==> src/rtl/slnode_pkg.sv <==
package slnode_pkg;
  typedef enum logic [1:0] {ST_I = 2'd0, ST_S = 2'd1, ST_E = 2'd2, ST_M = 2'd3} lstate_e;
  typedef enum logic [2:0] {
    K_FILL_RD = 3'd0, K_FILL_WR = 3'd1, K_EVICT = 3'd2, K_INSERT = 3'd3,
    K_SET_FWD = 3'd4, K_SET_BCK = 3'd5, K_INVAL = 3'd6, K_INV_ACK = 3'd7
  } mkind_e;
endpackage

==> src/rtl/sln_line_store.sv <==
module sln_line_store #(
  parameter int NLINES = 4,
  parameter int IDW    = 4,
  parameter int LW     = 2
) (
  input  logic           clk,
  input  logic           rst_ni,
  input  logic           we,
  input  logic [LW-1:0]  wr_line,
  input  logic [1:0]     wr_st,
  input  logic           wr_pend,
  input  logic [IDW-1:0] wr_f,
  input  logic [IDW-1:0] wr_b,
  input  logic [LW-1:0]  ra_line,
  output logic [1:0]     ra_st,
  output logic           ra_pend,
  output logic [IDW-1:0] ra_f,
  output logic [IDW-1:0] ra_b,
  input  logic [LW-1:0]  rb_line,
  output logic [1:0]     rb_st,
  output logic           rb_pend,
  output logic [IDW-1:0] rb_f,
  output logic [IDW-1:0] rb_b
);
  import slnode_pkg::*;
  localparam logic [IDW-1:0] NULLID = '1;

  logic [NLINES-1:0][1:0]     st_q;
  logic [NLINES-1:0]          pend_q;
  logic [NLINES-1:0][IDW-1:0] f_q;
  logic [NLINES-1:0][IDW-1:0] b_q;

  for (genvar g = 0; g < NLINES; g++) begin : g_line
    logic en;
    assign en = we && (wr_line == LW'(g));
    always_ff @(posedge clk or negedge rst_ni) begin
      if (!rst_ni) begin
        st_q[g]   <= ST_I;
        pend_q[g] <= 1'b0;
        f_q[g]    <= NULLID;
        b_q[g]    <= NULLID;
      end else if (en) begin
        st_q[g]   <= wr_st;
        pend_q[g] <= wr_pend;
        f_q[g]    <= wr_f;
        b_q[g]    <= wr_b;
      end
    end
  end

  assign ra_st   = st_q[ra_line];
  assign ra_pend = pend_q[ra_line];
  assign ra_f    = f_q[ra_line];
  assign ra_b    = b_q[ra_line];
  assign rb_st   = st_q[rb_line];
  assign rb_pend = pend_q[rb_line];
  assign rb_f    = f_q[rb_line];
  assign rb_b    = b_q[rb_line];
endmodule

==> src/rtl/sln_decode.sv <==
module sln_decode #(
  parameter int IDW   = 4,
  parameter int MY_ID = 3
) (
  input  logic                 in_valid,
  input  logic [2:0]           in_kind,
  input  logic [IDW-1:0]       in_src,
  input  logic [IDW-1:0]       in_ptr,
  input  logic [1:0]           cur_st,
  input  logic                 cur_pend,
  input  logic [IDW-1:0]       cur_f,
  input  logic [IDW-1:0]       cur_b,
  output logic                 wr_en,
  output logic [1:0]           nx_st,
  output logic                 nx_pend,
  output logic [IDW-1:0]       nx_f,
  output logic [IDW-1:0]       nx_b,
  output logic [2:0]           c_v,
  output logic [2:0][2:0]      c_kind,
  output logic [2:0][IDW-1:0]  c_dst,
  output logic [2:0][IDW-1:0]  c_ptr
);
  import slnode_pkg::*;
  localparam logic [IDW-1:0] NULLID = '1;
  localparam logic [IDW-1:0] SELF   = IDW'(MY_ID);

  logic           listed;
  logic [IDW-1:0] head_eff;

  always_comb begin
    listed   = (cur_st != ST_I);
    head_eff = (in_ptr == SELF) ? (listed ? cur_f : NULLID) : in_ptr;
    wr_en    = 1'b0;
    nx_st    = cur_st;
    nx_pend  = cur_pend;
    nx_f     = cur_f;
    nx_b     = cur_b;
    c_v      = '0;
    c_kind   = '0;
    c_dst    = '0;
    c_ptr    = '0;
    if (in_valid) begin
      case (in_kind)
        K_FILL_RD: begin
          wr_en   = 1'b1;
          nx_st   = (in_ptr == NULLID) ? ST_E : ST_S;
          nx_pend = 1'b0;
          nx_f    = in_ptr;
          nx_b    = NULLID;
          if (in_ptr != NULLID) begin
            c_v[2] = 1'b1; c_kind[2] = K_INSERT; c_dst[2] = in_ptr; c_ptr[2] = SELF;
          end
        end
        K_FILL_WR, K_EVICT: begin
          wr_en = 1'b1;
          if (listed && cur_b != NULLID) begin
            c_v[0] = 1'b1; c_kind[0] = K_SET_FWD; c_dst[0] = cur_b; c_ptr[0] = cur_f;
          end
          if (listed && cur_f != NULLID) begin
            c_v[1] = 1'b1; c_kind[1] = K_SET_BCK; c_dst[1] = cur_f; c_ptr[1] = cur_b;
          end
          nx_b = NULLID;
          if (in_kind == K_EVICT) begin
            nx_st = ST_I; nx_pend = 1'b0; nx_f = NULLID;
          end else if (head_eff == NULLID) begin
            nx_st = ST_M; nx_pend = 1'b0; nx_f = NULLID;
          end else begin
            nx_st = ST_S; nx_pend = 1'b1; nx_f = head_eff;
            c_v[2] = 1'b1; c_kind[2] = K_INVAL; c_dst[2] = head_eff; c_ptr[2] = SELF;
          end
        end
        K_INSERT: begin
          if (listed) begin
            wr_en = 1'b1;
            nx_b  = in_src;
            if (cur_st == ST_E || cur_st == ST_M) nx_st = ST_S;
          end
        end
        K_SET_FWD: begin
          if (listed) begin
            wr_en = 1'b1; nx_f = in_ptr;
          end
        end
        K_SET_BCK: begin
          if (listed) begin
            wr_en = 1'b1; nx_b = in_ptr;
          end
        end
        K_INVAL: begin
          wr_en   = 1'b1;
          nx_st   = ST_I;
          nx_pend = 1'b0;
          nx_f    = NULLID;
          nx_b    = NULLID;
          if (in_src != NULLID) begin
            c_v[2] = 1'b1; c_kind[2] = K_INV_ACK; c_dst[2] = in_src;
            c_ptr[2] = listed ? cur_f : NULLID;
          end
        end
        default: begin
          if (cur_pend) begin
            wr_en = 1'b1;
            if (in_ptr == NULLID) begin
              nx_st = ST_M; nx_pend = 1'b0; nx_f = NULLID;
            end else begin
              nx_f   = in_ptr;
              c_v[2] = 1'b1; c_kind[2] = K_INVAL; c_dst[2] = in_ptr; c_ptr[2] = SELF;
            end
          end
        end
      endcase
    end
  end
endmodule

==> src/rtl/sln_outq.sv <==
module sln_outq #(
  parameter int IDW = 4,
  parameter int LW  = 2,
  parameter int NC  = 3
) (
  input  logic                  clk,
  input  logic                  rst_ni,
  input  logic                  load,
  input  logic [LW-1:0]         ld_line,
  input  logic [NC-1:0]         c_v,
  input  logic [NC-1:0][2:0]    c_kind,
  input  logic [NC-1:0][IDW-1:0] c_dst,
  input  logic [NC-1:0][IDW-1:0] c_ptr,
  output logic                  busy,
  output logic                  o_valid,
  output logic [2:0]            o_kind,
  output logic [IDW-1:0]        o_dst,
  output logic [IDW-1:0]        o_ptr,
  output logic [LW-1:0]         o_line
);
  localparam int CW = $clog2(NC + 1);

  logic [NC-1:0]          v_q, v_n, pk_v;
  logic [NC-1:0][2:0]     k_q, k_n, pk_k;
  logic [NC-1:0][IDW-1:0] d_q, d_n, pk_d;
  logic [NC-1:0][IDW-1:0] p_q, p_n, pk_p;
  logic [LW-1:0]          line_q, line_n;
  logic [CW-1:0]          idx;
  logic                   en;

  always_comb begin
    pk_v = '0; pk_k = '0; pk_d = '0; pk_p = '0; idx = '0;
    for (int i = 0; i < NC; i++) begin
      if (c_v[i]) begin
        pk_v[idx] = 1'b1;
        pk_k[idx] = c_kind[i];
        pk_d[idx] = c_dst[i];
        pk_p[idx] = c_ptr[i];
        idx = idx + CW'(1);
      end
    end
  end

  always_comb begin
    v_n = v_q; k_n = k_q; d_n = d_q; p_n = p_q; line_n = line_q;
    if (load) begin
      v_n = pk_v; k_n = pk_k; d_n = pk_d; p_n = pk_p; line_n = ld_line;
    end else begin
      for (int i = 0; i < NC - 1; i++) begin
        v_n[i] = v_q[i+1]; k_n[i] = k_q[i+1]; d_n[i] = d_q[i+1]; p_n[i] = p_q[i+1];
      end
      v_n[NC-1] = 1'b0;
    end
  end

  assign en = load || v_q[0];

  always_ff @(posedge clk or negedge rst_ni) begin
    if (!rst_ni) begin
      v_q <= '0; k_q <= '0; d_q <= '0; p_q <= '0; line_q <= '0;
    end else if (en) begin
      v_q <= v_n; k_q <= k_n; d_q <= d_n; p_q <= p_n; line_q <= line_n;
    end
  end

  assign busy    = |v_q;
  assign o_valid = v_q[0];
  assign o_kind  = k_q[0];
  assign o_dst   = d_q[0];
  assign o_ptr   = p_q[0];
  assign o_line  = line_q;
endmodule

==> src/rtl/share_list_node.sv <==
module share_list_node #(
  parameter int NLINES = 4,
  parameter int IDW    = 4,
  parameter int MY_ID  = 3,
  localparam int LW    = (NLINES > 1) ? $clog2(NLINES) : 1
) (
  input  logic           clk,
  input  logic           rst_n,
  input  logic           msg_valid,
  output logic           in_ready,
  input  logic [2:0]     msg_kind,
  input  logic [LW-1:0]  msg_line,
  input  logic [IDW-1:0] msg_src,
  input  logic [IDW-1:0] msg_ptr,
  output logic           out_valid,
  output logic [2:0]     out_kind,
  output logic [IDW-1:0] out_dst,
  output logic [IDW-1:0] out_ptr,
  output logic [LW-1:0]  out_line,
  input  logic [LW-1:0]  q_line,
  output logic [1:0]     q_state,
  output logic           q_pend,
  output logic [IDW-1:0] q_fwd,
  output logic [IDW-1:0] q_bck
);
  localparam int NC = 3;

  logic [1:0] rst_sync;
  logic       rst_q;
  always_ff @(posedge clk or negedge rst_n) begin
    if (!rst_n) rst_sync <= 2'b00;
    else        rst_sync <= {rst_sync[0], 1'b1};
  end
  assign rst_q = rst_sync[1];

  logic                   accept, busy, wr_en, nx_pend, cur_pend;
  logic [1:0]             cur_st, nx_st;
  logic [IDW-1:0]         cur_f, cur_b, nx_f, nx_b;
  logic [NC-1:0]          c_v;
  logic [NC-1:0][2:0]     c_kind;
  logic [NC-1:0][IDW-1:0] c_dst, c_ptr;

  assign in_ready = !busy;
  assign accept   = msg_valid && in_ready;

  sln_line_store #(.NLINES(NLINES), .IDW(IDW), .LW(LW)) store_i (
    .clk(clk), .rst_ni(rst_q),
    .we(wr_en), .wr_line(msg_line), .wr_st(nx_st), .wr_pend(nx_pend), .wr_f(nx_f), .wr_b(nx_b),
    .ra_line(msg_line), .ra_st(cur_st), .ra_pend(cur_pend), .ra_f(cur_f), .ra_b(cur_b),
    .rb_line(q_line), .rb_st(q_state), .rb_pend(q_pend), .rb_f(q_fwd), .rb_b(q_bck)
  );

  sln_decode #(.IDW(IDW), .MY_ID(MY_ID)) dec_i (
    .in_valid(accept), .in_kind(msg_kind), .in_src(msg_src), .in_ptr(msg_ptr),
    .cur_st(cur_st), .cur_pend(cur_pend), .cur_f(cur_f), .cur_b(cur_b),
    .wr_en(wr_en), .nx_st(nx_st), .nx_pend(nx_pend), .nx_f(nx_f), .nx_b(nx_b),
    .c_v(c_v), .c_kind(c_kind), .c_dst(c_dst), .c_ptr(c_ptr)
  );

  sln_outq #(.IDW(IDW), .LW(LW), .NC(NC)) q_i (
    .clk(clk), .rst_ni(rst_q), .load(accept), .ld_line(msg_line),
    .c_v(c_v), .c_kind(c_kind), .c_dst(c_dst), .c_ptr(c_ptr),
    .busy(busy), .o_valid(out_valid), .o_kind(out_kind), .o_dst(out_dst),
    .o_ptr(out_ptr), .o_line(out_line)
  );
endmodule

==> config.mk <==
export PLATFORM = sky130hd
export DESIGN_NAME = share_list_node
export DESIGN_NICKNAME = d
export VERILOG_FILES = /design/src/rtl/slnode_pkg.sv /design/src/rtl/sln_line_store.sv /design/src/rtl/sln_decode.sv /design/src/rtl/sln_outq.sv /design/src/rtl/share_list_node.sv
export SDC_FILE = /design/constraint.sdc
export NUM_CORES = 1
export LEC_CHECK = 0
export ABC_AREA = 0
export CAP_MARGIN = 40
export CORE_MARGIN = 2
export CORE_UTILIZATION = 50
export DETAILED_ROUTE_END_ITERATION = 7
export PLACE_DENSITY = 0.76
export SYNTH_ARGS = -nofsm -noshare
export SYNTH_HDL_FRONTEND = slang
export SYNTH_SLANG_ARGS = --single-unit
==> constraint.sdc <==
create_clock -name clk -period 3.3 [get_ports clk]
set_input_delay 0.99 -clock clk [delete_from_list [all_inputs] [get_ports clk]]
set_output_delay 0.99 -clock clk [all_outputs]
set_load 0.005 [all_outputs]
### Yosys cells after proc, flatten, opt, wreduce, memory -nomap -nowiden

Cells that the tools add are included.

* bits in registers: 84
* input port bits: 18
* output and inout bits: 26

* add/subtract/negate cells: 1
* magnitude comparators: 6
* equality and inequality tests: 18
* mux-type cells: 124
* bitwise logic cells: 2
* reductions and logical operators: 23

Operators with widths (number)
* 2-to-1 mux 4 bit: 32
* 2-to-1 mux 12 bit: 6
* bitwise mux 12 bit: 4
* 2-to-1 mux 3 bit: 14
* binary-select mux 4 bit (select 2 bit): 4
* 2-to-1 mux 2 bit: 16
* 2-to-1 mux 8 bit: 4
* case mux 4 bit (4 select lines): 2
* 2-to-1 mux 9 bit: 3
* case mux 4 bit (5 select lines): 1
* bitwise mux 9 bit: 2
* 2-to-1 mux 1 bit: 18
* demux 4 bit (select 2 bit): 2
* != test 4 bit, second input constant: 4
* demux 3 bit (select 2 bit): 2
* 2-to-1 mux 6 bit: 2
* case mux 3 bit (4 select lines): 1
* case mux 4 bit (3 select lines): 1
* case mux 2 bit (5 select lines): 1
* equality test 3 bit, second input constant: 3
* logical AND 1 bit: 9
* less-than comparator 2 x 3 -> 1 bit, second input constant: 3
* binary-select mux 2 bit (select 2 bit): 2
* equality test 2 bit, second input constant: 4
* 25 further kinds: 34

### Depth between registers and ports, before layout

Gate-level depths: netlist (run 1).

* depth after elaboration: 20
* mapped depth: 13
* mapped depth without buffers: 9

### Cells and area by module

A second synthesis (run 1) with hierarchy kept.

* cells, all modules: 537
* area total of the unflattened synthesis: 5818.1 µm²

By module, submodules not included
* sln_line_store: instances 1, cells each 122, area each 2407.3 µm²
* sln_outq: instances 1, cells each 226, area each 2188.3 µm²
* sln_decode: instances 1, cells each 184, area each 1158.6 µm²
* share_list_node: instances 1, cells each 5, area each 63.8 µm²

### Worst setup path after synthesis (run 1)

Ideal clock, no wire load.

* path type: in2reg
* start: input port msg_line[0]
* end: register q_i.d_q (netlist bit q_i.o_dst[0])
* data arrival time: 3461 ps
* data required time: 3227 ps
* setup slack: -234 ps
* stages: 13
* path buffers: 4
* cells stage by stage: buf_6 > mux4_2 > or2_1 > buf_6 > and3_1 > buf_4 > inv_1 > ha_1 > nand2_1 > a21o_1 > buf_6 > mux2_4 > a21oi_2

* longest elaborated chain between the ends: 17

Ends and longest elaborated chain
* start, declared: line share_list_node.sv:12 `input logic [LW-1:0] msg_line,`
* binary-select mux 4 bit (select 2 bit) or binary-select mux 2 bit (select 2 bit) (tied branches): line sln_line_store.sv:54, sln_line_store.sv:51
* 2-to-1 mux 4 bit (not written as such) or 2-to-1 mux 2 bit (tied branches): line sln_line_store.sv:54, sln_line_store.sv:51
* != test 4 bit or nonzero test 2 bit (tied branches): line sln_decode.sv:56, sln_decode.sv:31
* logical AND 1 bit: line sln_decode.sv:56 `if (listed && cur_b != NULLID) begin`
* 2-to-1 mux 1 bit: line sln_decode.sv:56
* 2-to-1 mux 2 bit: line sln_decode.sv:43 `case (in_kind)`
* 2-to-1 mux 3 bit: line sln_decode.sv:42 `if (in_valid) begin`
* 2-to-1 mux 1 bit: line sln_outq.sv:34 `if (c_v[i]) begin`
* adder 1 x 1 -> 2 bit, or another cell as far along: line sln_outq.sv:39 `idx = idx + CW'(1);`
* 2-to-1 mux 2 bit or logical AND 1 bit (tied branches): line sln_outq.sv:34, sln_outq.sv:37
* less-than comparator 2 x 3 -> 1 bit (not written as such), or another cell as far along: line sln_outq.sv:37 `pk_d[idx] = c_dst[i];`
* logical AND 1 bit (not written as such) or demux 4 bit (select 2 bit) (tied branches)
* 2-to-1 mux 4 bit (not written as such) or bitwise mux 12 bit (tied branches): line sln_outq.sv:37
* demux 4 bit (select 2 bit) or 2-to-1 mux 12 bit (tied branches)
* bitwise mux 12 bit: line sln_outq.sv:37
* 2-to-1 mux 12 bit (*): line sln_outq.sv:34
* 2-to-1 mux 8 bit (*): line sln_outq.sv:46 `if (load) begin`
* end signal, assigned: line sln_outq.sv:62 `v_q <= v_n; k_q <= k_n; d_q <= d_n; p_q <= p_n; line_q <= line_n;`
* end, declared: line sln_outq.sv:25 `logic [NC-1:0][IDW-1:0] d_q, d_n, pk_d;`

Mark *: on every way between the ends. The rest lies on a longest branch, timed or not. The select of a mux whose other input is x is not followed.
A chain may end at the register's enable or synchronous reset.

### Worst setup path after layout (run 1)

* start: input port q_line[0]
* end: output port q_bck[1]

* longest elaborated chain between the ends: 2

Ends and longest elaborated chain
* start, declared: line share_list_node.sv:20 `input logic [LW-1:0] q_line,`
* binary-select mux 4 bit (select 2 bit): line sln_line_store.sv:58 `assign rb_b = b_q[rb_line];`
* 2-to-1 mux 4 bit (not written as such): line sln_line_store.sv:58
* end, declared: line share_list_node.sv:24 `output logic [IDW-1:0] q_bck`

Every way passes these cells. The select of a mux whose other input is x is not followed.

==> impl_metrics.xml, run 1 <==
<?xml version="1.0" encoding="UTF-8"?>
<metrics>
  <group name="outcome">
    <metric name="status" unit="">finished clean</metric>
  </group>
  <group name="synthesis">
    <metric name="synth.distinct_cells" unit="">65</metric>
    <metric name="syn_area_per_cell" unit="um2">10.15</metric>
    <metric name="synth_top_cell_area_share" unit="%">24.23</metric>
    <metric name="mappedNetlistArea" unit="mm2">0.005370</metric>
    <metric name="synth_area_leaders" unit="">sky130_fd_sc_hd__dfrtp_1, sky130_fd_sc_hd__dfstp_2, sky130_fd_sc_hd__mux2_2, sky130_fd_sc_hd__mux4_2, sky130_fd_sc_hd__o21ai_0</metric>
    <metric name="post-synth-top-area-cell" unit="">sky130_fd_sc_hd__dfrtp_1</metric>
    <metric name="seq_area_frac_synth" unit="%">39.89</metric>
    <metric name="synth_warnings" unit="">0</metric>
    <metric name="synth_nets" unit="">552</metric>
    <metric name="synth.ff_latch_count" unit="">84</metric>
    <metric name="ys_async_sr_fraction" unit="%">100.0</metric>
    <metric name="synth_top_flop_cell" unit="">sky130_fd_sc_hd__dfrtp_1</metric>
    <metric name="synthesis.instances" unit="">529</metric>
    <metric name="synth-edff-count" unit="">0</metric>
  </group>
  <group name="place">
    <metric name="total_instance_count_after_detailed_placement" unit="">768</metric>
    <metric name="placed_area" unit="mm2">0.006641</metric>
    <metric name="dpl.hpwl" unit="um">11800</metric>
    <metric name="pre_cts_slack" unit="ps">-727.1</metric>
    <metric name="final_gp_congestion" unit="">0.9724</metric>
    <metric name="numPortBuffers" unit="">43</metric>
  </group>
  <group name="worst_setup_path">
    <metric name="regToRegStartpoint" unit="">store_i.st_q[6]</metric>
    <metric name="rrSetupSlack" unit="ps">770</metric>
    <metric name="critPathCaptureType" unit="">primary output</metric>
    <metric name="critical_path_required" unit="ps">2310</metric>
    <metric name="type_of_the_worst_setup_path" unit="">primary input to primary output</metric>
    <metric name="timing.critical_path.cells" unit="">clkdlybuf4s15_2 -&gt; bufbuf_16 -&gt; mux4_2 -&gt; dlygate4sd2_1</metric>
    <metric name="timing.critical_path.arrival" unit="ps">2270</metric>
    <metric name="worst_setup_path_startpoint" unit="">q_line[0]</metric>
    <metric name="critical-path-max-stage-delay" unit="ps">500</metric>
    <metric name="cp_slowest_cell" unit="">sky130_fd_sc_hd__mux4_2</metric>
    <metric name="path_max_fanout" unit="">5</metric>
    <metric name="startpoint_type" unit="">primary input</metric>
  </group>
  <group name="layout">
    <metric name="most-common-layout-cells" unit="">sky130_fd_sc_hd__buf_4, sky130_fd_sc_hd__dfrtp_1, sky130_fd_sc_hd__nand2_1</metric>
    <metric name="final.fill_count" unit="">784</metric>
    <metric name="area_growth_syn_to_layout" unit="%">31.45</metric>
    <metric name="layout-drive-gt1-share" unit="%">40.00</metric>
    <metric name="antennaDiodeCount" unit="">0</metric>
    <metric name="finish.cell_count_without_fillers" unit="">791</metric>
    <metric name="design_area" unit="mm2">0.007059</metric>
    <metric name="nNetsFinal" unit="">673</metric>
    <metric name="regArea" unit="mm2">0.002146</metric>
    <metric name="area_of_combinational_cells_with_multiple_inputs" unit="mm2">0.003009</metric>
    <metric name="most_common_library_cell_in_the_layout_ignoring_fill_and_taps" unit="">sky130_fd_sc_hd__buf_4</metric>
  </group>
  <group name="timing">
    <metric name="grt_setup_unrepaired" unit="">false</metric>
    <metric name="worst_clock_skew" unit="ps">16.15</metric>
    <metric name="timing.final.crit_share" unit="%">98.84</metric>
    <metric name="hold_viol_final" unit="">0</metric>
    <metric name="setup_viol_count_final" unit="">0</metric>
    <metric name="finalCriticalPeriod" unit="ps">3262</metric>
    <metric name="maxSlewHeadroom" unit="%">58.72</metric>
    <metric name="finalMaxSlewViolations" unit="">0</metric>
    <metric name="holdWs" unit="ps">316.8</metric>
    <metric name="finalWorstSetupSlack" unit="ps">38.18</metric>
    <metric name="worst-slew-pin-transition" unit="ps">612.7</metric>
    <metric name="fmaxAchievable" unit="GHz">0.3066</metric>
  </group>
  <group name="route">
    <metric name="num_vias" unit="">4861</metric>
    <metric name="avgViaCountPerCell" unit="">6.145</metric>
    <metric name="ant_nets" unit="">0</metric>
    <metric name="drt-total-wl" unit="um">16400</metric>
    <metric name="drc" unit="">0</metric>
    <metric name="route.detailed.wl_per_inst" unit="um">20.74</metric>
    <metric name="drtIter0Drc" unit="">434</metric>
    <metric name="detailedRoute.firstPassIterationCount" unit="">6</metric>
  </group>
  <group name="pwr">
    <metric name="seqPwrFrac" unit="%">34.2</metric>
    <metric name="power.share.combinational" unit="%">51.7</metric>
    <metric name="p_sw_share" unit="%">38.00</metric>
    <metric name="internal_power" unit="uW">3446</metric>
    <metric name="peakVddDrop" unit="uV">573.7</metric>
    <metric name="total_power_after_layout" unit="uW">5558</metric>
    <metric name="pwr-share-clk" unit="%">14.0</metric>
    <metric name="pwr_density_cell" unit="mW/mm2">787.4</metric>
    <metric name="power.static_leakage" unit="uW">0.003007</metric>
    <metric name="net-switching-power" unit="uW">2112</metric>
  </group>
  <group name="flow_run">
    <metric name="maxCapViolCount" unit="">0</metric>
  </group>
  <group name="cts">
    <metric name="maximum_number_of_buffers_from_clock_root_to_sink" unit="">2</metric>
    <metric name="clkTransAtPathRegs" unit="ps">90</metric>
    <metric name="numCtsBuffers" unit="">9</metric>
    <metric name="worstSkewPairLatency" unit="ps">380</metric>
    <metric name="postCtsHoldBufs" unit="">0</metric>
    <metric name="cts_max_level" unit="">3</metric>
    <metric name="clock-sinks" unit="">84</metric>
    <metric name="cts_root_buf" unit="">sky130_fd_sc_hd__clkbuf_8</metric>
    <metric name="tritoncts" unit="">built</metric>
  </group>
  <group name="hold_path">
    <metric name="worst_hold_path_type" unit="">register to asynchronous set/reset pin</metric>
  </group>
  <group name="floorplan">
    <metric name="design.portCount" unit="">44</metric>
    <metric name="fp.coreArea" unit="mm2">0.01037</metric>
    <metric name="floorplan.initialDensity" unit="%">51.79</metric>
    <metric name="rows" unit="">37</metric>
    <metric name="die-area" unit="mm2">0.01159</metric>
    <metric name="chipHeight" unit="um">107.6</metric>
    <metric name="die_w" unit="um">107.6</metric>
  </group>
  <group name="global_route">
    <metric name="number_of_global_route_vias_before_repair" unit="">4930</metric>
    <metric name="grt_pass1_wl" unit="um">26200</metric>
    <metric name="aggregate_global_routing_overflow" unit="">0</metric>
    <metric name="global_route.usage.total" unit="%">29.84</metric>
    <metric name="antenna_found_initial" unit="">0</metric>
    <metric name="grt_max_degree" unit="">55</metric>
  </group>
</metrics>
## critical path: cells and delay by family
kind / cells / cell delay (ps)
muxes: 1 / 500
buffers and inverters: 3 / 780
## synth_stat cells, types with 4 or more instances
cell type and n:
sky130_fd_sc_hd__a21oi_2 4, sky130_fd_sc_hd__a22oi_1 4, sky130_fd_sc_hd__buf_2 9, sky130_fd_sc_hd__mux4_1 4
sky130_fd_sc_hd__buf_1 5, sky130_fd_sc_hd__a21o_1 4, sky130_fd_sc_hd__nand2_1 44, sky130_fd_sc_hd__nand4_1 4
sky130_fd_sc_hd__o21ai_0 42, sky130_fd_sc_hd__a2bb2oi_1 5, sky130_fd_sc_hd__dfrtp_1 52, sky130_fd_sc_hd__nand3_1 11
sky130_fd_sc_hd__inv_1 11, sky130_fd_sc_hd__mux4_2 18, sky130_fd_sc_hd__or3_1 7, sky130_fd_sc_hd__o21a_1 5
sky130_fd_sc_hd__nor2_1 37, sky130_fd_sc_hd__mux2i_1 10, sky130_fd_sc_hd__clkbuf_1 20, sky130_fd_sc_hd__a21oi_1 40
sky130_fd_sc_hd__dfstp_2 32, sky130_fd_sc_hd__nand2b_1 4, sky130_fd_sc_hd__o22ai_1 10, sky130_fd_sc_hd__mux2_2 40
sky130_fd_sc_hd__a22o_1 7, sky130_fd_sc_hd__and2_1 4, sky130_fd_sc_hd__o211ai_1 5, sky130_fd_sc_hd__a31oi_1 4
sky130_fd_sc_hd__ha_1 5, sky130_fd_sc_hd__buf_6 4, sky130_fd_sc_hd__a221oi_1 8, sky130_fd_sc_hd__buf_4 13
sky130_fd_sc_hd__nor3_1 12, sky130_fd_sc_hd__and3_1 5
## area by class of cell
| cell class | count | area share (%) |
|---|---|---|
| tap | 136 | 2.410 |
| sequential | 84 | 30.40 |
| timing repair buffer | 162 | 20.93 |
| clock inverter | 7 | 1.205 |
| multi-input combinational | 381 | 42.63 |
| clock buffer | 9 | 1.755 |
| inverter | 12 | 0.6735 |
## power by group through the flow
stage | Sequential (uW) | Clock (uW) | Combinational, uW
4_1_cts | 1880 | 791 | 2830
3_5_place_dp | 1890 | 0 | 2800
6_report | 1900 | 780 | 2880
3_3_place_gp | 1860 | 0 | 2720
5_1_grt | 1940 | 842 | 3080
2_1_floorplan | 1790 | 0 | 1710
## sequential cells by signal (all words and copies together), names as in the netlist, 6 cells and up
signal        cells
store_i.f_q      16
q_i.k_q           6
store_i.st_q      8
q_i.p_q           8
q_i.d_q           8
store_i.b_q      16
## timing repair
action | 4_1_cts | 5_1_grt
setup buffers | 4 | 0
resized for setup | 28 | 7
cloned | 3 | 0
endpoints found under the setup margin | 76 | 51
endpoints found under the hold margin | 0 | 0
pin swaps | 0 | 2
## cell families (layout without fill, tap and decap cells)
logic type	after synthesis	in the layout	synth area share (%)
AND/OR/NAND/NOR	140	140	12.53
other	1	1	0.06983
multiplexers	74	74	20.32
buffers and inverters	64	190	6.360
flip-flops	84	84	39.89
AO/OA/AOI/OAI	160	160	19.50
XOR/XNOR	1	1	0.1631
adder cells (fa/ha/maj)	5	5	1.165
## final timing paths
check	cells past startpoint	end
setup / recovery	4	q_bck[1]
hold / removal	0	store_i.pend_q[3]
setup reg to reg	8	q_i.k_q[3]
hold reg to reg	0	store_i.pend_q[3]
max in group asynchronous	1	store_i.b_q[7]
min in group clk	0	rst_sync[1]
## routing by layer
metal  vias up  GRT usage [%]  part of all wire [%]
met5         -              0                     0
met4         0          13.92                   4.1
met3        54          4.661                   5.9
met2       217          50.63                    51
met1      2393          37.34                    39
li1       2197              -                     -
## stage by stage
step	util [%]	setup TNS (ps)
finish	68.07	0
global route	68.07	0
CTS	67.82	0
detailed placement	64.04	-40650
global placement	63.85	-38110
floorplan	-	-124.3
No activity file was read; power rests on OpenSTA's default activity.
==> run 2, diff against run 1 <==
--- a/config.mk
+++ b/config.mk
@@ -7,10 +7,10 @@
 export LEC_CHECK = 0
 export ABC_AREA = 0
 export CAP_MARGIN = 40
-export CORE_MARGIN = 2
 export CORE_UTILIZATION = 50
 export DETAILED_ROUTE_END_ITERATION = 7
 export PLACE_DENSITY = 0.76
+export SKIP_LAST_GASP = 1
 export SYNTH_ARGS = -nofsm -noshare
 export SYNTH_HDL_FRONTEND = slang
 export SYNTH_SLANG_ARGS = --single-unit
==> impl_metrics.xml, run 2 (synthesis gave the netlist of run 1 again) <==
<?xml version="1.0" encoding="UTF-8"?>
<metrics>
  <group name="worst_setup_path">
    <metric name="rrSetupSlack" unit="ps">700</metric>
    <metric name="regToRegStartpoint" unit="">store_i.st_q[7]</metric>
    <metric name="type_of_the_worst_setup_path" unit="">primary input to primary output</metric>
    <metric name="startpoint_type" unit="">primary input</metric>
    <metric name="path_max_fanout" unit="">5</metric>
    <metric name="worst_setup_path_startpoint" unit="">q_line[0]</metric>
    <metric name="worst_r2r_endpoint" unit="">q_i.o_dst[3]</metric>
    <metric name="critPathCaptureType" unit="">primary output</metric>
    <metric name="ff2ff_path_depth" unit="">9</metric>
    <metric name="critical_path_required" unit="ps">2310</metric>
    <metric name="worstSetupEndpoint" unit="">q_bck[3]</metric>
    <metric name="timing.critical_path.arrival" unit="ps">2280</metric>
  </group>
  <group name="timing">
    <metric name="worst_clock_skew" unit="ps">11.99</metric>
    <metric name="worst-slew-pin-transition" unit="ps">614.0</metric>
    <metric name="finalMaxSlewViolations" unit="">0</metric>
    <metric name="finalCriticalPeriod" unit="ps">3265</metric>
    <metric name="hold_viol_final" unit="">0</metric>
    <metric name="grt_setup_unrepaired" unit="">false</metric>
    <metric name="maxSlewHeadroom" unit="%">58.63</metric>
    <metric name="holdWs" unit="ps">309.3</metric>
    <metric name="timing.final.crit_share" unit="%">98.95</metric>
    <metric name="fmaxAchievable" unit="GHz">0.3062</metric>
    <metric name="setup_viol_count_final" unit="">0</metric>
  </group>
  <group name="global_route">
    <metric name="aggregate_global_routing_overflow" unit="">0</metric>
    <metric name="antenna_found_initial" unit="">0</metric>
    <metric name="global_route.usage.total" unit="%">30.14</metric>
    <metric name="grt_max_degree" unit="">56</metric>
    <metric name="number_of_global_route_vias_before_repair" unit="">4971</metric>
    <metric name="grt_pass1_wl" unit="um">25740</metric>
  </group>
  <group name="route">
    <metric name="ant_nets" unit="">0</metric>
    <metric name="avgViaCountPerCell" unit="">6.215</metric>
    <metric name="drc" unit="">0</metric>
    <metric name="num_vias" unit="">4860</metric>
    <metric name="route.detailed.wl_per_inst" unit="um">20.20</metric>
    <metric name="detailedRoute.firstPassIterationCount" unit="">6</metric>
    <metric name="drtIter0Drc" unit="">485</metric>
    <metric name="drt-total-wl" unit="um">15800</metric>
  </group>
  <group name="cts">
    <metric name="tritoncts" unit="">built</metric>
    <metric name="numCtsBuffers" unit="">9</metric>
    <metric name="postCtsHoldBufs" unit="">0</metric>
    <metric name="worstSkewPairLatency" unit="ps">360</metric>
    <metric name="cts_max_level" unit="">3</metric>
    <metric name="cts_root_buf" unit="">sky130_fd_sc_hd__clkbuf_8</metric>
    <metric name="maximum_number_of_buffers_from_clock_root_to_sink" unit="">2</metric>
    <metric name="cts_setup_buffers" unit="">0</metric>
    <metric name="clock-sinks" unit="">84</metric>
    <metric name="clkTransAtPathRegs" unit="ps">80</metric>
  </group>
  <group name="floorplan">
    <metric name="rows" unit="">37</metric>
    <metric name="die-area" unit="mm2">0.01116</metric>
    <metric name="fp.coreArea" unit="mm2">0.01037</metric>
    <metric name="chipHeight" unit="um">105.6</metric>
    <metric name="floorplan.initialDensity" unit="%">51.79</metric>
    <metric name="design.portCount" unit="">44</metric>
    <metric name="die_w" unit="um">105.6</metric>
  </group>
  <group name="layout">
    <metric name="antennaDiodeCount" unit="">0</metric>
    <metric name="most_common_library_cell_in_the_layout_ignoring_fill_and_taps" unit="">sky130_fd_sc_hd__buf_4</metric>
    <metric name="nNetsFinal" unit="">664</metric>
    <metric name="area_growth_syn_to_layout" unit="%">28.08</metric>
    <metric name="most-common-layout-cells" unit="">sky130_fd_sc_hd__buf_4, sky130_fd_sc_hd__dfrtp_1, sky130_fd_sc_hd__nand2_1</metric>
    <metric name="largest_registers" unit="">store_i.b_q x16, store_i.f_q x16</metric>
    <metric name="final.fill_count" unit="">816</metric>
    <metric name="layout-drive-gt1-share" unit="%">38.24</metric>
  </group>
  <group name="place">
    <metric name="final_gp_congestion" unit="">0.9404</metric>
    <metric name="dpl.hpwl" unit="um">11840</metric>
    <metric name="numPortBuffers" unit="">43</metric>
  </group>
  <group name="pwr">
    <metric name="power.static_leakage" unit="uW">0.002933</metric>
    <metric name="pwr_density_cell" unit="mW/mm2">787.2</metric>
    <metric name="total_power_after_layout" unit="uW">5414</metric>
    <metric name="peakVddDrop" unit="uV">564.7</metric>
  </group>
  <group name="hold_path">
    <metric name="worst_hold_path_type" unit="">register to asynchronous set/reset pin</metric>
  </group>
  <group name="outcome">
    <metric name="status" unit="">finished clean</metric>
  </group>
  <group name="flow_run">
    <metric name="maxCapViolCount" unit="">0</metric>
  </group>
</metrics>
-- run 2: repair_timing --
action                                  in CTS  in global routing
pin swaps                                    0                  0
gates cloned                                 1                  0
endpoints found under the setup margin      77                 31
resized for setup                           21                  7
-- run 2: how the worst min path moves through the flow --
stage | slack [ps] | start | cells past startpoint | to
5_1_grt | 360 | rst_sync[1] | 0 | q_i.o_dst[1]
3_5_place_dp | 320 | rst_sync[1] | 0 | q_i.o_line[1]
3_3_place_gp | 340 | rst_sync[0] | 0 | rst_sync[1]
4_1_cts | 320 | rst_sync[1] | 0 | q_i.o_line[0]
2_1_floorplan | 330 | rst_sync[0] | 0 | rst_sync[1]
6_report | 310 | rst_sync[1] | 0 | q_i.o_line[1]
-- run 2: routing by layer --
layer,global-route usage (%),wire (um),part of all wire (%)
met5,0,0,0
met4,13.79,490,3.1
met3,4.886,1006,6.4
met2,49.01,7728,49
met1,39.71,6573,42
-- run 2: critical path: stages --
cell                              delay [ps]
sky130_fd_sc_hd__clkdlybuf4s15_2         220
sky130_fd_sc_hd__bufbuf_16               280
sky130_fd_sc_hd__mux4_2                  500
sky130_fd_sc_hd__dlygate4sd2_1           280
-- run 2: stage by stage --
stage	util, %	setup TNS, ps	cells	worst slack (ps)	instance area, um2
global placement	63.63	-34740	764	-574.8	6599
finish	66.32	0	782	34.61	6878
global route	66.32	0	782	0.3071	6878
CTS	66.17	-133.2	782	-133.2	6862
floorplan	-	-124.3	529	-31.63	5430
detailed placement	63.83	-38660	765	-622.0	6619
-- run 2: final cells by class --
cell class	instances	area [um2]	share of cell area, %
timing repair buffer	153	1349	19.61
sequential	84	2146	31.20
tap	136	170.2	2.474
clock buffer	10	127.6	1.856
clock inverter	6	65.06	0.9460
multi-input combinational	381	2973	43.22
inverter	12	47.55	0.6913
-- run 2: report_power, final --
group / switching, uW / leakage [uW] / internal (uW)
registers: 298 / 0.000994 / 1590
logic: 1350 / 0.00184 / 1440
clock network: 383 / 0.0000962 / 350
total: 2030 / 0.00293 / 3380
==> run 3, diff against run 2 <==
--- a/config.mk
+++ b/config.mk
@@ -6,7 +6,7 @@
 export NUM_CORES = 1
 export LEC_CHECK = 0
 export ABC_AREA = 0
-export CAP_MARGIN = 40
+export CAP_MARGIN = 20
 export CORE_UTILIZATION = 50
 export DETAILED_ROUTE_END_ITERATION = 7
 export PLACE_DENSITY = 0.76
==> impl_metrics.xml, run 3 (synthesis gave the netlist of run 1 again) <==
<?xml version="1.0" encoding="UTF-8"?>
<metrics>
  <group name="worst_setup_path">
    <metric name="type_of_the_worst_setup_path" unit="">primary input to register</metric>
    <metric name="critical-path-max-stage-delay" unit="ps">490</metric>
    <metric name="timing.critical_path.cells" unit="">clkdlybuf4s50_1 -&gt; or4b_4 -&gt; buf_6 -&gt; a21oi_1 -&gt; nand2_1 -&gt; nor3b_1 -&gt; buf_4 -&gt; mux2_2</metric>
    <metric name="cp_slowest_cell" unit="">sky130_fd_sc_hd__or4b_4</metric>
    <metric name="worst_setup_path_startpoint" unit="">msg_valid</metric>
    <metric name="timing.critical_path.arrival" unit="ps">3540</metric>
    <metric name="critical_path.top_delay_family" unit="">simple AND/OR/NAND/NOR gates</metric>
    <metric name="critPathCaptureType" unit="">register</metric>
    <metric name="regToRegStartpoint" unit="">q_i.v_q[1]</metric>
    <metric name="startpoint_type" unit="">primary input</metric>
    <metric name="worstPathBufferInverterCount" unit="">3</metric>
    <metric name="critical_path_required" unit="ps">3560</metric>
    <metric name="path_max_fanout" unit="">55</metric>
  </group>
  <group name="timing">
    <metric name="setup_viol_count_final" unit="">0</metric>
    <metric name="finalCriticalPeriod" unit="ps">3280</metric>
    <metric name="worst_clock_skew" unit="ps">6.846</metric>
    <metric name="worst-slew-pin-transition" unit="ps">604.1</metric>
    <metric name="hold_viol_final" unit="">0</metric>
    <metric name="finalMaxSlewViolations" unit="">0</metric>
    <metric name="fmaxAchievable" unit="GHz">0.3049</metric>
    <metric name="maxSlewHeadroom" unit="%">59.30</metric>
    <metric name="timing.final.crit_share" unit="%">99.39</metric>
  </group>
  <group name="global_route">
    <metric name="antenna_found_initial" unit="">0</metric>
    <metric name="number_of_global_route_vias_before_repair" unit="">4941</metric>
    <metric name="global_route.usage.total" unit="%">30.58</metric>
    <metric name="grtUsageMet1" unit="%">40.04</metric>
    <metric name="gr-usage-met3" unit="%">5.009</metric>
    <metric name="aggregate_global_routing_overflow" unit="">0</metric>
    <metric name="layer_with_the_highest_usage" unit="">met2</metric>
    <metric name="globalRouteMet2Util" unit="%">51.17</metric>
    <metric name="grt_max_degree" unit="">83</metric>
    <metric name="grt_pass1_wl" unit="um">26170</metric>
  </group>
  <group name="cts">
    <metric name="clock-sinks" unit="">84</metric>
    <metric name="cts_max_level" unit="">3</metric>
    <metric name="maximum_number_of_buffers_from_clock_root_to_sink" unit="">2</metric>
    <metric name="clkTransAtPathRegs" unit="ps">90</metric>
    <metric name="numCtsBuffers" unit="">9</metric>
    <metric name="cts_root_buf" unit="">sky130_fd_sc_hd__clkbuf_8</metric>
    <metric name="worstSkewPairLatency" unit="ps">370</metric>
    <metric name="tritoncts" unit="">built</metric>
  </group>
  <group name="layout">
    <metric name="largest_registers" unit="">store_i.b_q x16, store_i.f_q x16</metric>
    <metric name="nNetsFinal" unit="">667</metric>
    <metric name="most_common_library_cell_in_the_layout_ignoring_fill_and_taps" unit="">sky130_fd_sc_hd__buf_4</metric>
    <metric name="design_area" unit="mm2">0.006932</metric>
    <metric name="antennaDiodeCount" unit="">0</metric>
    <metric name="most-common-layout-cells" unit="">sky130_fd_sc_hd__buf_4, sky130_fd_sc_hd__dfrtp_1, sky130_fd_sc_hd__nand2_1</metric>
    <metric name="area_growth_syn_to_layout" unit="%">29.08</metric>
    <metric name="regArea" unit="mm2">0.002146</metric>
    <metric name="finish.cell_count_without_fillers" unit="">785</metric>
    <metric name="fin_util" unit="%">66.84</metric>
    <metric name="layout-drive-gt1-share" unit="%">38.21</metric>
    <metric name="area_of_combinational_cells_with_multiple_inputs" unit="mm2">0.002958</metric>
    <metric name="final.fill_count" unit="">825</metric>
  </group>
  <group name="pwr">
    <metric name="seqPwrFrac" unit="%">34.6</metric>
    <metric name="p_sw_share" unit="%">37.80</metric>
    <metric name="power.static_leakage" unit="uW">0.002974</metric>
    <metric name="peakVddDrop" unit="uV">656.0</metric>
    <metric name="internal_power" unit="uW">3443</metric>
    <metric name="total_power_after_layout" unit="uW">5535</metric>
    <metric name="pwr-share-clk" unit="%">14.7</metric>
    <metric name="pwr_density_cell" unit="mW/mm2">798.6</metric>
    <metric name="power.share.combinational" unit="%">50.7</metric>
    <metric name="net-switching-power" unit="uW">2093</metric>
  </group>
  <group name="route">
    <metric name="route.detailed.wl_per_inst" unit="um">20.79</metric>
    <metric name="drc" unit="">3</metric>
    <metric name="avgViaCountPerCell" unit="">6.148</metric>
    <metric name="ant_nets" unit="">0</metric>
    <metric name="drtIter0Drc" unit="">492</metric>
    <metric name="drt-total-wl" unit="um">16320</metric>
    <metric name="detailedRoute.firstPassIterationCount" unit="">8</metric>
    <metric name="num_vias" unit="">4826</metric>
  </group>
  <group name="place">
    <metric name="final_gp_congestion" unit="">0.9404</metric>
    <metric name="total_instance_count_after_detailed_placement" unit="">764</metric>
    <metric name="dpl.hpwl" unit="um">11660</metric>
    <metric name="placed_area" unit="mm2">0.006599</metric>
    <metric name="numPortBuffers" unit="">43</metric>
  </group>
  <group name="floorplan">
    <metric name="die_w" unit="um">105.6</metric>
    <metric name="floorplan.initialDensity" unit="%">51.79</metric>
    <metric name="design.portCount" unit="">44</metric>
    <metric name="rows" unit="">37</metric>
    <metric name="die-area" unit="mm2">0.01116</metric>
    <metric name="fp.coreArea" unit="mm2">0.01037</metric>
    <metric name="chipHeight" unit="um">105.6</metric>
  </group>
  <group name="hold_path">
    <metric name="worst_hold_path_type" unit="">register to asynchronous set/reset pin</metric>
  </group>
  <group name="flow_run">
    <metric name="maxCapViolCount" unit="">0</metric>
  </group>
  <group name="outcome">
    <metric name="violated_checks" unit="">design-rule violations</metric>
    <metric name="status" unit="">finished with violations</metric>
  </group>
</metrics>
[run 3: path summary, 6_finish.rpt]
| check | endpoint | slack (ps) | depth (start not counted) |
|---|---|---|---|
| hold / removal | q_i.o_line[1] | 300 | 0 |
| max in group asynchronous | store_i.b_q[10] | 2330 | 1 |
| min in group clk | rst_sync[1] | 350 | 0 |
| setup reg to reg | store_i.st_q[2] | 610 | 7 |
| hold reg to reg | q_i.o_line[1] | 300 | 0 |
| setup / recovery | store_i.st_q[2] | 20 | 8 |
[run 3: area by class of cell]
type	instances	share of cell area, %
Sequential cell	84	30.96
Inverter	12	0.6859
Multi-Input combinational cell	381	42.67
Tap cell	136	2.455
Timing Repair Buffer	156	20.09
Clock buffer	11	2.202
Clock inverter	5	0.9386
[run 3: power by group through the flow]
stage | sequential (uW) | combinational [uW] | clock [uW]
global placement | 1880 | 2680 | 0
finish | 1920 | 2810 | 814
global route | 1960 | 3020 | 865
floorplan | 1790 | 1710 | 0
CTS | 1890 | 2740 | 832
detailed placement | 1910 | 2750 | 0
[run 3: through the flow]
stage	hold slack, ps	setup WS [ps]	setup TNS (ps)
floorplan	331.2	-31.63	-124.3
global placement	338.3	-574.8	-34740
detailed placement	341.8	-621.3	-38350
CTS	359.2	-136.8	-180.5
global route	356.5	-82.15	-487.8
finish	302.9	20.26	0
[run 3: routing by layer]
metal,up-vias,part of all wire (%)
met5,-,0
met4,0,3.6
met3,65,6.0
met2,206,50
met1,2365,41
li1,2190,-
[run 3: worst reg2reg max path, cell delays in order, from the launching register on]
cell	delay (ps)
sky130_fd_sc_hd__dfrtp_1	420
sky130_fd_sc_hd__or4b_4	580
sky130_fd_sc_hd__buf_6	240
sky130_fd_sc_hd__a21oi_1	220
sky130_fd_sc_hd__nand2_1	150
sky130_fd_sc_hd__nor3b_1	380
sky130_fd_sc_hd__buf_4	250
sky130_fd_sc_hd__mux2_2	350
[run 3: timing repair]
action | in CTS | in global routing
gates resized for setup | 20 | 7
endpoints found under the setup margin | 62 | 14
setup buffers | 1 | 1
gates cloned | 1 | 1
hold buffers | 0 | 0
